## src/rtl/wdg_pkg.sv

```systemverilog
package wdg_pkg;

  // Strobes from the control module to the datapath; at most one is high per cycle
  typedef struct packed {
    logic loadWr;     // take the written word and its count
    logic loadGrace;  // reload the grace count after the first expiry
    logic zeroCnt;    // clear the count when the reset request fires
    logic decr;       // plain decrement on a tick
  } cntCmd_t;

  typedef enum logic {
    ST_ARMED = 1'b0,
    ST_GRACE = 1'b1
  } wdgStage_t;

endpackage

```

## src/rtl/wdg_dpath.sv

```systemverilog
module wdg_dpath
  import wdg_pkg::*;
#(
  parameter int KEY_W     = 7,
  parameter int CNT_W     = 8,
  parameter int GRACE_CNT = 10
) (
  input  logic                           clk,
  input  logic                           rstN,
  input  cntCmd_t                        cmd,
  input  logic [KEY_W+CNT_W:0]           wrData,
  output logic [KEY_W-1:0]               storedKey,
  output logic                           storedEn,
  output logic                           cntIsOne,
  output logic [CNT_W:0]                 cntQ
);

  localparam int CTRL_W  = KEY_W + 1 + CNT_W;
  localparam int EN_BIT  = CNT_W;
  localparam int KEY_LSB = CNT_W + 1;
  localparam logic [CNT_W:0] FULL_CNT  = (CNT_W+1)'(1) << CNT_W;
  localparam logic [CNT_W:0] GRACE_VAL = (CNT_W+1)'(GRACE_CNT);

  logic [CTRL_W-1:0] ctrlQ;
  logic [CNT_W-1:0]  wrCnt;
  logic [CNT_W:0]    loadVal;

  assign wrCnt   = wrData[CNT_W-1:0];
  assign loadVal = (wrCnt == '0) ? FULL_CNT : {1'b0, wrCnt};

  always_ff @(posedge clk) begin
    if (!rstN) begin
      ctrlQ <= '0;
    end else if (cmd.loadWr) begin
      ctrlQ <= wrData;
    end
  end

  always_ff @(posedge clk) begin
    if (!rstN) begin
      cntQ <= '0;
    end else if (cmd.loadWr) begin
      cntQ <= loadVal;
    end else if (cmd.loadGrace) begin
      cntQ <= GRACE_VAL;
    end else if (cmd.zeroCnt) begin
      cntQ <= '0;
    end else if (cmd.decr) begin
      cntQ <= cntQ - 1'b1;
    end
  end

  assign storedKey = ctrlQ[CTRL_W-1:KEY_LSB];
  assign storedEn  = ctrlQ[EN_BIT];
  assign cntIsOne  = (cntQ == (CNT_W+1)'(1));

endmodule

```

## src/rtl/wdg_ctrl.sv

```systemverilog
module wdg_ctrl
  import wdg_pkg::*;
#(
  parameter int KEY_W = 7,
  parameter int CNT_W = 8
) (
  input  logic                 clk,
  input  logic                 rstN,
  input  logic                 tickStb,
  input  logic                 wrEn,
  input  logic [KEY_W+CNT_W:0] wrData,
  input  logic [KEY_W-1:0]     storedKey,
  input  logic                 storedEn,
  input  logic                 cntIsOne,
  output cntCmd_t              cmd,
  output logic                 nmiQ,
  output logic                 rstReqQ
);

  localparam int CTRL_W  = KEY_W + 1 + CNT_W;
  localparam int KEY_LSB = CNT_W + 1;

  logic [KEY_W-1:0] wrKey;
  logic [KEY_W-1:0] wantKey;
  logic             keyOk;
  logic             accept;
  logic             runQ;
  logic             expire;
  wdgStage_t        stageQ;

  assign wrKey   = wrData[CTRL_W-1:KEY_LSB];
  assign wantKey = ~storedKey;
  assign keyOk   = (wrKey == wantKey);
  assign accept  = wrEn && (!storedEn || keyOk);
  assign expire  = !accept && runQ && tickStb && cntIsOne;

  always_comb begin
    cmd           = '0;
    cmd.loadWr    = accept;
    cmd.loadGrace = expire && (stageQ == ST_ARMED);
    cmd.zeroCnt   = expire && (stageQ == ST_GRACE);
    cmd.decr      = !accept && !expire && runQ && tickStb;
  end

  always_ff @(posedge clk) begin
    if (!rstN) begin
      runQ    <= 1'b0;
      stageQ  <= ST_ARMED;
      nmiQ    <= 1'b0;
      rstReqQ <= 1'b0;
    end else begin
      rstReqQ <= expire && (stageQ == ST_GRACE);
      if (accept) begin
        runQ   <= wrData[CNT_W];
        stageQ <= ST_ARMED;
        nmiQ   <= 1'b0;
      end else if (expire) begin
        if (stageQ == ST_ARMED) begin
          stageQ <= ST_GRACE;
          nmiQ   <= 1'b1;
        end else begin
          runQ <= 1'b0;
        end
      end
    end
  end

endmodule

```

## src/rtl/keyed_wdog.sv

```systemverilog
module keyed_wdog
  import wdg_pkg::*;
#(
  parameter int KEY_W     = 7,
  parameter int CNT_W     = 8,
  parameter int GRACE_CNT = 10
) (
  input  logic                 clk,
  input  logic                 rstN,
  input  logic                 tickStb,
  input  logic                 wrEn,
  input  logic [KEY_W+CNT_W:0] wrData,
  output logic                 nmiOut,
  output logic                 rstReqOut,
  output logic [CNT_W:0]       cntOut
);

  cntCmd_t          cmd;
  logic [KEY_W-1:0] storedKey;
  logic             storedEn;
  logic             cntIsOne;

  wdg_ctrl #(.KEY_W(KEY_W), .CNT_W(CNT_W)) u_ctrl (
    .clk       (clk),
    .rstN      (rstN),
    .tickStb   (tickStb),
    .wrEn      (wrEn),
    .wrData    (wrData),
    .storedKey (storedKey),
    .storedEn  (storedEn),
    .cntIsOne  (cntIsOne),
    .cmd       (cmd),
    .nmiQ      (nmiOut),
    .rstReqQ   (rstReqOut)
  );

  wdg_dpath #(.KEY_W(KEY_W), .CNT_W(CNT_W), .GRACE_CNT(GRACE_CNT)) u_dpath (
    .clk       (clk),
    .rstN      (rstN),
    .cmd       (cmd),
    .wrData    (wrData),
    .storedKey (storedKey),
    .storedEn  (storedEn),
    .cntIsOne  (cntIsOne),
    .cntQ      (cntOut)
  );

endmodule

```

## config.mk

```make
export PLATFORM = sky130hd
export DESIGN_NAME = keyed_wdog
export DESIGN_NICKNAME = d
export VERILOG_FILES = /design/src/rtl/wdg_pkg.sv /design/src/rtl/wdg_dpath.sv /design/src/rtl/wdg_ctrl.sv /design/src/rtl/keyed_wdog.sv
export SDC_FILE = /design/constraint.sdc
export NUM_CORES = 1
export LEC_CHECK = 0
export CELL_PAD_IN_SITES_DETAIL_PLACEMENT = 0
export CELL_PAD_IN_SITES_GLOBAL_PLACEMENT = 1
export CORE_MARGIN = 2
export CORE_UTILIZATION = 37
export DETAILED_ROUTE_END_ITERATION = 7
export PLACE_DENSITY_LB_ADDON = 0.1
export SLEW_MARGIN = 10
export SYNTH_ARGS = -nofsm -noshare
export SYNTH_HDL_FRONTEND = slang
export SYNTH_SLANG_ARGS = --single-unit
```

## constraint.sdc

```tcl
create_clock -name clk -period 2.74 [get_ports clk]
set_input_delay 0.548 -clock clk [delete_from_list [all_inputs] [get_ports clk]]
set_output_delay 0.548 -clock clk [all_outputs]
set_load 0.01 [all_outputs]
```

== After elaboration in Yosys (flattened, before gate mapping) ==
Index checks and enable logic that the tools add are counted.

* Output and inout bits: 11
* Memory bits (read-only): 0
* Logic and storage cells: 40
* RAM bits: 0
* Bits in latches: 0
* Memories kept: 0
* Flip-flop bits (word level): 29
* Bits of input ports: 20

* Reduce and logical (&&, ||, !) cells: 20
* Equal/unequal tests: 2
* Div/mod/pow operators: 0
* Add/subtract/negate cells: 1
* $mul: 0
* Magnitude comparators: 0
* Mux-type cells: 8
* Bitwise operators: 3
* Shift-type cells: 0

{| class="wikitable"
|+ Operators by type and width
! kind !! number
|-
| 9-bit two-way mux || 5
|-
| 9-bit by 1-bit equality test with 1-bit output (second input constant) || 1
|-
| 1-bit logical AND || 9
|-
| 9-bit by 1-bit subtractor with 9-bit output (second input constant) || 1
|-
| 8-bit zero test || 1
|-
| 7-bit equality test || 1
|-
| 7-bit NOT || 1
|-
| 2-bit AND reduction || 2
|-
| 2-bit nonzero test || 2
|-
| 4-bit nonzero test || 1
|-
| 1-bit zero test || 3
|-
| 1-bit two-way mux || 3
|-
| 1-bit NOT || 2
|-
| 2-bit OR reduction || 1
|-
| 1-bit logical OR || 1
|}

== Logic depth before layout (Yosys ltp) ==
Gate-level depths: netlist of the first run.

* Word-level depth: 16
* Mapped depth: 7
* Depth with buffers taken out: 7

== Hierarchy ==
From an unflattened synthesis of the first run, not the netlist that was laid out.

* Cell total of the unflattened synthesis: 132
* Area total of the unflattened synthesis: 1183.6 um^2

{| class="wikitable"
|+ By module, submodules not included
! module !! times used !! cells each !! area an instance (um^2) !! seq. area each (um^2)
|-
| wdg_dpath || 1 || 100 || 910.9 || 340.3
|-
| wdg_ctrl || 1 || 32 || 272.8 || 80.1
|}

== Worst setup path before layout of the first run ==
Ideal clock, no wire load.

* Kind: register -> register
* From: reg u_dpath.cntQ[0]
* To: reg u_dpath.cntQ[1]
* Stages on the path, launching flop included: 7
* Buffers on the path: 0
* Setup time: 0.095 ns
* Data arrival time: 1.794 ns
* Period minus slack after synthesis: 1.890 ns
* Slack: 0.850 ns
* Required time: 2.645 ns
* Path through: dfxtp_1 -> ha_1 -> or4b_1 -> nor2_1 -> mux2i_1 -> a21oi_1 -> a221oi_1

* Word-level cells in the longest chain between the ends: 7
* Elaborated cells between the ends (all ways): 14
* Classes of those cells: 1 x add/sub; 1 x eq/ne; 4 x mux; 8 x reduce/logical

{| class="wikitable"
|+ Ends and longest elaborated chain
! element !! line !! RTL
|-
| from (decl) || wdg_dpath.sv:15 || <nowiki>output logic [CNT_W:0] cntQ</nowiki>
|-
| from (signal assigned) || wdg_dpath.sv:43 || <nowiki>cntQ <= loadVal;</nowiki>
|-
| from (signal assigned) || wdg_dpath.sv:49 || <nowiki>cntQ <= cntQ - 1'b1;</nowiki>
|-
| branches (longest 7 deep; another with 9-bit by 1-bit subtractor with 9-bit output) || -- ||
|}

Several ways; the timed one is not identified. The select of a mux whose other input is x is not followed.
A chain may end at the register's enable or synchronous reset.

== Final worst setup path of the first run ==
Same ends and word-level chain as after synthesis.

==> results of run 1 <==
worst max-delay path: stages, from the launching register on:
cell      delay (ns)
dfxtp_1         0.48
ha_1            0.22
or4b_1          0.54
nor2_1          0.25
mux2i_1         0.22
a21oi_1         0.09
a221oi_1        0.30
state kept, by name (all words and copies together), names as in the netlist:
| register | cells |
|---|---|
| u_ctrl.nmiQ | 1 |
| u_dpath.ctrlQ | 8 |
| u_ctrl.rstReqQ | 1 |
| u_ctrl.stageQ | 1 |
| u_ctrl.runQ | 1 |
| u_dpath.cntQ | 9 |
final timing paths:
check / startpoint / end / depth (start not counted)
setup / recovery: u_dpath.cntQ[0] / u_dpath.cntQ[1] / 6
hold / removal: u_ctrl.nmiQ / u_ctrl.nmiQ / 2
setup reg to reg: u_dpath.cntQ[0] / u_dpath.cntQ[1] / 6
hold reg to reg: u_ctrl.nmiQ / u_ctrl.nmiQ / 2
layer usage:
| metal | global-route usage, % | vias up |
|---|---|---|
| li1 | - | 526 |
| met2 | 24.3 | 24 |
| met1 | 21.9 | 453 |
| met3 | 5.71 | 2 |
| met4 | 2.92 | 0 |
| met5 | 0 | - |
kinds of logic (layout without fill, tap and decap cells):
family | count (synthesis) | count (layout)
buffers and inverters | 10 | 42
AND/OR/NAND/NOR | 52 | 52
XOR/XNOR | 7 | 7
AO/OA/AOI/OAI | 21 | 21
adder cells (fa/ha/maj) | 2 | 2
multiplexers | 16 | 16
flip-flops | 21 | 21
cell usage in the layout (no fill, tap or decap), types with 2 or more instances in the layout:
cell | Yosys | layout
a21oi_1 | 6 | 6
buf_4 | 1 | 2
clkbuf_4 | 0 | 3
clkdlybuf4s50_1 | 0 | 30
dfxtp_1 | 21 | 21
ha_1 | 2 | 2
inv_1 | 5 | 5
mux2_2 | 2 | 2
mux2i_1 | 14 | 14
nand2_1 | 7 | 7
nand2b_1 | 2 | 2
nand3_1 | 2 | 2
nand4_1 | 2 | 2
nor2_1 | 22 | 22
nor3_1 | 4 | 4
nor4_1 | 3 | 3
nor4b_1 | 2 | 2
o21ai_0 | 7 | 7
xor2_1 | 7 | 7
final cells by class:
class                      instances  area [µm²]
inverter                           6        22.5
sequential                        21         420
clock buffer                       3        22.5
timing repair buffer              32         315
multi-input combinational         98         658
tap                               31        38.8
clock inverter                     1        5.00
fill                             278        1320
per-stage QoR:
step | utilization [%] | std cells | hold WS (ns)
detailed placement | 51.9 | 188 | 0.459
floorplan | - | 129 | 0.454
global placement | 51.9 | 188 | 0.454
global route | 52.9 | 192 | 0.553
finish | 52.9 | 192 | 0.493
CTS | 52.9 | 192 | 0.493
report_power, final:
group	switching, W	internal, W
logic	0.0000795	0.0000893
clock network	0.0000957	0.0000545
registers	0.0000218	0.000324
total	0.000197	0.000468
==> impl_metrics.toml, run 1 <==
[outcome]
outcome = "complete, but fails checks"
violations = "design-rule violations"

[synthesis]
ys_top_cells_by_area = "dfxtp_1, mux2i_1, nor2_1"
yosysMostFrequentCell = "nor2_1"
synth-simple-area-share_pct = 24.3
ys.flop_type = "dfxtp_1"
yosysWarnings = 0
synth_cell_types = 36
synth_largest_area_cell = "dfxtp_1"
synth_top_family_by_area = "simple AND/OR/NAND/NOR gates"
muxShareOfSynthArea_pct = 14.6
syn_area_um2 = 1120
synth_top_area_share_pct = 37.7
synthCells = 129
synthAdderAreaFrac_pct = 2.24
avgSynthCellArea_um2 = 8.65
synth_top_cells_by_count = "nor2_1, dfxtp_1, mux2i_1"
synth_xor_area_share_pct = 5.49
synth_edf_count = 0
synth_nets = 151
synth_seq_cells = 21
ys_seq_area_share_pct = 37.7
ys_async_sr_fraction_pct = 0
synth_compound_area_share_pct = 11.8

[sta]
max_slew.worst_pin.slew_ns = 0.543
timing.final.crit_share_pct = 80.6
setup_tns_ns = 0
drv_slew = 0
fmax_ghz = 0.453
setup_viol = 0
finalClockSkew_ns = 0.0148
hold_violations = 0
slew_headroom_pct = 63.5
finalCriticalPeriod_ns = 2.21
setup_ws_ns = 0.532
rsz0062_at_grt = "no"

[clock_tree]
ctsHoldBuffers = 0
cts_resized = 0
clock-sinks = 21
clock_latency_ns = 0.31
cts_made_buffers = 3
clockBufferDepth = 2
clkSlewWorstSetupHoldPaths_ns = 0.13
tritoncts = "built"
clock-root-buffer = "clkbuf_4"
h-tree-depth = 1
cts_setup_buffers = 0

[route]
dr_wl_met2_um = 1110
drc = 2
wl_met3_um = 148
vias = 1005
dr.max_layer_used = "met4"
vias_per_cell = 5.23
drt_first_pass_iters = 6
wl_met1_um = 1250
wl_per_cell_um = 13.1
drt_iter0_drc = 33
ant_nets = 0
finalWirelength_um = 2520

[place]
pre_cts_ws_ns = 0.449
postPlaceCellArea_um2 = 1460
port_buffers = 30
hpwl_um = 1940
gp_congestion = 0.850

[power_and_ir_drop]
leakagePower_nw = 0.561
power_density_nw_per_um2 = 449
totalPowerFinal_w = 0.000665
worst_ir_drop_vdd_mv = 0.293

[cells_and_area]
drive_above_1_share_pct = 6.83
fin_area_um2 = 1480
area_delta_synth_final_pct = 32.8
final_nets = 184
n_antenna_cell = 0

[die]
die_h_um = 58.9
io_pins = 31
die_x_um = 58.9
design.die.area_um2 = 3470
num_rows = 19
start_util_pct = 39.8
core_um2 = 2810

[grt]
grtUsageTotal_pct = 16.0
grt_start_max_net_pins = 19
antenna_found_initial = 0
grt.overflow.total = 0
grt_pass1_vias = 966
grt_pass1_wl_um = 4230

[setup_path]
crit_required_ns = 2.95
r2r_slack_ns = 0.53
worstPathArrival_ns = 2.42
critPathKind = "flip-flop to flip-flop"
cp-start-kind = "flip-flop"
endpoint_kind = "flip-flop"
cp_max_fo = 7

[min_path]
hold_path_class = "flip-flop to flip-flop"

[job]
max_cap_viol_count = 0
Note: power is estimated with default switching activity, not from simulation.
==> run 2, diff against run 1 <==
CORE_UTILIZATION = 31   (was 37)
clock period = 1.8 ns   (was 2.74 ns; I/O delays follow)
==> impl_metrics.toml, run 2 (synthesis gave the netlist of run 1 again) <==
[route]
drt_first_pass_iters = 4
finalWirelength_um = 2880
wl_met3_um = 117
wl_met1_um = 1390
dr.max_layer_used = "met4"
drt_iter0_drc = 43
dr_wl_met2_um = 1350
ant_nets = 0
vias_per_cell = 4.89
vias = 1106
wl_per_cell_um = 12.7
drc = 0

[cells_and_area]
final_nets = 203
mostFrequentLayoutCells = "clkdlybuf4s50_1, nor2_1, buf_4, dfxtp_1, mux2i_1"
fillerInstances = 348
final_common_cell = "clkdlybuf4s50_1"
multi_input_area_um2 = 753
register_area_um2 = 424
area_delta_synth_final_pct = 56.1
largestRegisters = "u_dpath.cntQ x9, u_dpath.ctrlQ x8"
layout.cells.non_filler = 226
drive_above_1_share_pct = 25.0
largest_reg_flops = 9
final_util_pct = 51.4
fin_area_um2 = 1740
n_antenna_cell = 0
regMostFlops = "u_dpath.cntQ"

[place]
gp_congestion = 0.762
postPlaceCellArea_um2 = 1620
pre_cts_ws_ns = -0.188
place_inst = 221
hpwl_um = 2240
port_buffers = 30

[power_and_ir_drop]
combinationalPowerShare_pct = 32.3
p_sw_share_pct = 30.1
switching_power_w = 0.000332
pwr-share-seq_pct = 46.6
worst_ir_drop_vdd_mv = 0.496
internal_power_w = 0.000770
power_density_nw_per_um2 = 633
leakagePower_nw = 0.678
power_frac_clock_pct = 21.1

[sta]
rsz0062_at_grt = "yes"
finalCriticalPeriod_ns = 1.80
timing.final.crit_share_pct = 100
fmax_ghz = 0.556
max_slew.worst_pin.slew_ns = 0.406
slew_headroom_pct = 72.7
hold_violations = 0
drv_slew = 0
whs_ns = 0.480
setup_ws_ns = 0.000818
setup_viol = 0
finalClockSkew_ns = 0.00752

[grt]
grt_pass1_wl_um = 4690
grt_pass1_vias = 1031
grt.overflow.total = 0
grtUsageTotal_pct = 14.5
grt_start_max_net_pins = 13
antenna_found_initial = 0

[clock_tree]
clockBufferDepth = 2
tritoncts = "built"
clock-root-buffer = "clkbuf_4"
cts_made_buffers = 3
h-tree-depth = 1
clock_latency_ns = 0.30
clock-sinks = 21
clkSlewWorstSetupHoldPaths_ns = 0.12

[die]
die_x_um = 64
io_pins = 31
start_util_pct = 32.9
core_um2 = 3390
die_h_um = 64
num_rows = 21
design.die.area_um2 = 4100

[setup_path]
critPathKind = "flip-flop to flip-flop"
cp_max_fo = 5
crit_required_ns = 2.03
path_cells = "inv_2, ha_4, or4b_4, o21ai_1, a21oi_1, a211o_1, a21oi_1"
worstPathArrival_ns = 2.03
cpPeakStageDelay_ns = 0.51
slowest_stage = "or4b_4"
critPathMostFrequentCell = "a21oi_1"
endpoint_kind = "flip-flop"
cp-start-kind = "flip-flop"

[outcome]
outcome = "complete, no violations"

[job]
max_cap_viol_count = 0

[min_path]
hold_path_class = "flip-flop to flip-flop"
run 2: worst paths after layout:
check | start | endpoint | slack [ns] | depth (start not counted)
min reg2reg | u_ctrl.nmiQ | u_ctrl.nmiQ | 0.48 | 2
max | u_dpath.cntQ[1] | u_dpath.cntQ[3] | 0.0008 | 7
max reg2reg | u_dpath.cntQ[1] | u_dpath.cntQ[3] | 0.0008 | 7
min | u_ctrl.nmiQ | u_ctrl.nmiQ | 0.48 | 2
run 2: what timing repair did:
| action | CTS | global route |
|---|---|---|
| resized for setup | 10 | 13 |
| hold buffers | 0 | 0 |
| setup endpoints to repair | 12 | 11 |
| buffers inserted | 0 | 1 |
| pin swaps | 4 | 5 |
| endpoints found under the hold margin | 0 | 0 |
run 2: critical path, delay by kind of cell (launching register included):
kind                     cells  cell delay, ns
flip-flops                   1            0.35
adder cells (fa/ha/maj)      1            0.13
buffers and inverters        1            0.07
AO/OA/AOI/OAI                4            0.66
AND/OR/NAND/NOR              1            0.51
run 2: area by class of cell:
cell class / instances / area share [%]
clock buffer: 4 / 1.51
inverter: 6 / 1.29
multi-input combinational: 98 / 43.2
sequential: 21 / 24.4
tap: 46 / 3.30
timing repair buffer: 51 / 26.3
run 2: metal layers:
metal / vias to the layer above / global-route usage, %
met5: - / 0
met4: 0 / 3.26
met3: 2 / 2.46
met2: 29 / 24.1
met1: 513 / 19.7
li1: 562 / -
run 2: power by group through the flow:
stage	clock network (W)	logic [W]	registers, W
2_1_floorplan	0	0.000147	0.000537
3_3_place_gp	0	0.000314	0.000520
3_5_place_dp	0	0.000316	0.000521
4_1_cts	0.000241	0.000330	0.000513
5_1_grt	0.000263	0.000391	0.000518
6_report	0.000232	0.000356	0.000514
run 2: per-stage QoR:
step,setup TNS [ns],power (W)
floorplan,-0.00289,0.000684
global placement,-2.01,0.000834
detailed placement,-2.56,0.000837
CTS,-0.00453,0.00108
global route,-0.270,0.00117
finish,0,0.00110
==> run 3, diff against run 2 <==
CORE_MARGIN = 3   (was 2)
==> impl_metrics.toml, run 3 (synthesis gave the netlist of run 1 again) <==
[outcome]
outcome = "complete, no violations"

[setup_path]
endpoint_kind = "flip-flop"
path_cells = "inv_2, ha_4, or4b_4, nor2_4, mux2i_1, a21oi_1, a221oi_1"
reg2regPathDepth = 7
worstPathArrival_ns = 2.01
critPathKind = "flip-flop to flip-flop"
r2r-end = "u_dpath.cntQ[1]"
cp.depth = 7
cp_max_fo = 5
cpPeakStageDelay_ns = 0.51
worstReg2RegStart = "u_dpath.cntQ[1]"
slowest_stage = "or4b_4"
setup.worst_path.end = "u_dpath.cntQ[1]"
path_buf_inv = 1
critPathLaunch = "u_dpath.cntQ[1]"
critPathTopFamily = "simple AND/OR/NAND/NOR gates"
r2r_slack_ns = 0.01
cp-start-kind = "flip-flop"
crit_required_ns = 2.03

[sta]
finalClockSkew_ns = 0.00767
whs_ns = 0.486
timing.final.crit_share_pct = 99.3
setup_viol = 0
slew_headroom_pct = 72.6
setup_tns_ns = 0
fmax_ghz = 0.559
finalCriticalPeriod_ns = 1.79
rsz0062_at_grt = "yes"
drv_slew = 0
hold_violations = 0
max_slew.worst_pin.slew_ns = 0.407

[clock_tree]
h-tree-depth = 1
tritoncts = "built"
clockBufferDepth = 2
cts_made_buffers = 3
clkSlewWorstSetupHoldPaths_ns = 0.13
clock_latency_ns = 0.31
clock-root-buffer = "clkbuf_4"
ctsHoldBuffers = 0
clock-sinks = 21

[min_path]
hp-start = "u_ctrl.nmiQ"
hold_path_class = "flip-flop to flip-flop"

[place]
gp_congestion = 0.787
port_buffers = 30
hpwl_um = 2210
postPlaceCellArea_um2 = 1630

[route]
drt_iter0_drc = 20
drt_first_pass_iters = 4
ant_nets = 0
vias_per_cell = 4.86
wl_per_cell_um = 12.3
finalWirelength_um = 2780
drc = 0
vias = 1099

[die]
die_h_um = 66
design.die.area_um2 = 4360
io_pins = 31
core_um2 = 3390
die_x_um = 66
num_rows = 21
start_util_pct = 32.9

[cells_and_area]
regMostFlops = "u_dpath.cntQ"
drive_above_1_share_pct = 25.6
largestRegisters = "u_dpath.cntQ x9, u_dpath.ctrlQ x8"
fin_area_um2 = 1750
final_nets = 203
area_delta_synth_final_pct = 56.7
largest_reg_flops = 9
fillerInstances = 328
mostFrequentLayoutCells = "clkdlybuf4s50_1, nor2_1, buf_4, dfxtp_1, mux2i_1"
final_util_pct = 51.6
n_antenna_cell = 0
final_common_cell = "clkdlybuf4s50_1"

[power_and_ir_drop]
power_density_nw_per_um2 = 633
worst_ir_drop_vdd_mv = 0.279
leakagePower_nw = 0.692
totalPowerFinal_w = 0.00111

[grt]
grt_pass1_wl_um = 4690
grt_pass1_vias = 1029
antenna_found_initial = 0
grt_start_max_net_pins = 15
grtUsageTotal_pct = 14.1
grt.overflow.total = 0

[job]
max_cap_viol_count = 0
==> run 3: metrics by stage <==
step	cells	worst slack, ns
6_report	226	0.0123
5_1_grt	226	-0.0762
4_1_cts	226	0.00123
3_5_place_dp	221	-0.179
3_3_place_gp	221	-0.166
2_1_floorplan	129	-0.00289
==> run 3: report_power, final <==
group / switching, W / internal, W
combinational: 0.000163 / 0.000191
sequential: 0.0000185 / 0.000495
clock: 0.000155 / 0.0000831
==> run 3: layer usage <==
metal	vias up	global-route usage, %	share of wire, %
met4	0	5.33	1.3
li1	562	-	-
met5	-	0	0
met1	508	19.4	49
met3	4	2.72	5.0
met2	25	21.7	45
==> run 3: layout make-up <==
type                    instances  area [µm²]  area share, %
clock buffers                   3        22.5           1.29
clock inverters                 1        5.00          0.286
inverters                       6        22.5           1.29
multi-input cells              98         744           42.6
flip-flops and latches         21         424           24.2
well taps                      46        57.6           3.29
repair buffers                 51         473           27.0
==> run 3: repair_timing <==
item,4_1_cts,5_1_grt
pin swaps,4,4
gates resized for setup,9,14
buffers inserted,1,0
endpoints found under the setup margin,10,13
==> run 3: worst min-delay path by stage <==
stage | to | slack (ns) | cells past startpoint
6_report | u_ctrl.nmiQ | 0.49 | 2
5_1_grt | u_ctrl.nmiQ | 0.52 | 2
4_1_cts | u_ctrl.nmiQ | 0.49 | 2
3_5_place_dp | u_ctrl.nmiQ | 0.46 | 2
3_3_place_gp | u_ctrl.nmiQ | 0.46 | 2
2_1_floorplan | u_dpath.ctrlQ[8] | 0.45 | 2
==> run 3: worst reg2reg max path, cell delays in order, from the launching register on <==
cell,delay [ns]
dfxtp_2,0.35
inv_2,0.07
ha_4,0.13
or4b_4,0.51
nor2_4,0.14
mux2i_1,0.19
a21oi_1,0.08
a221oi_1,0.23
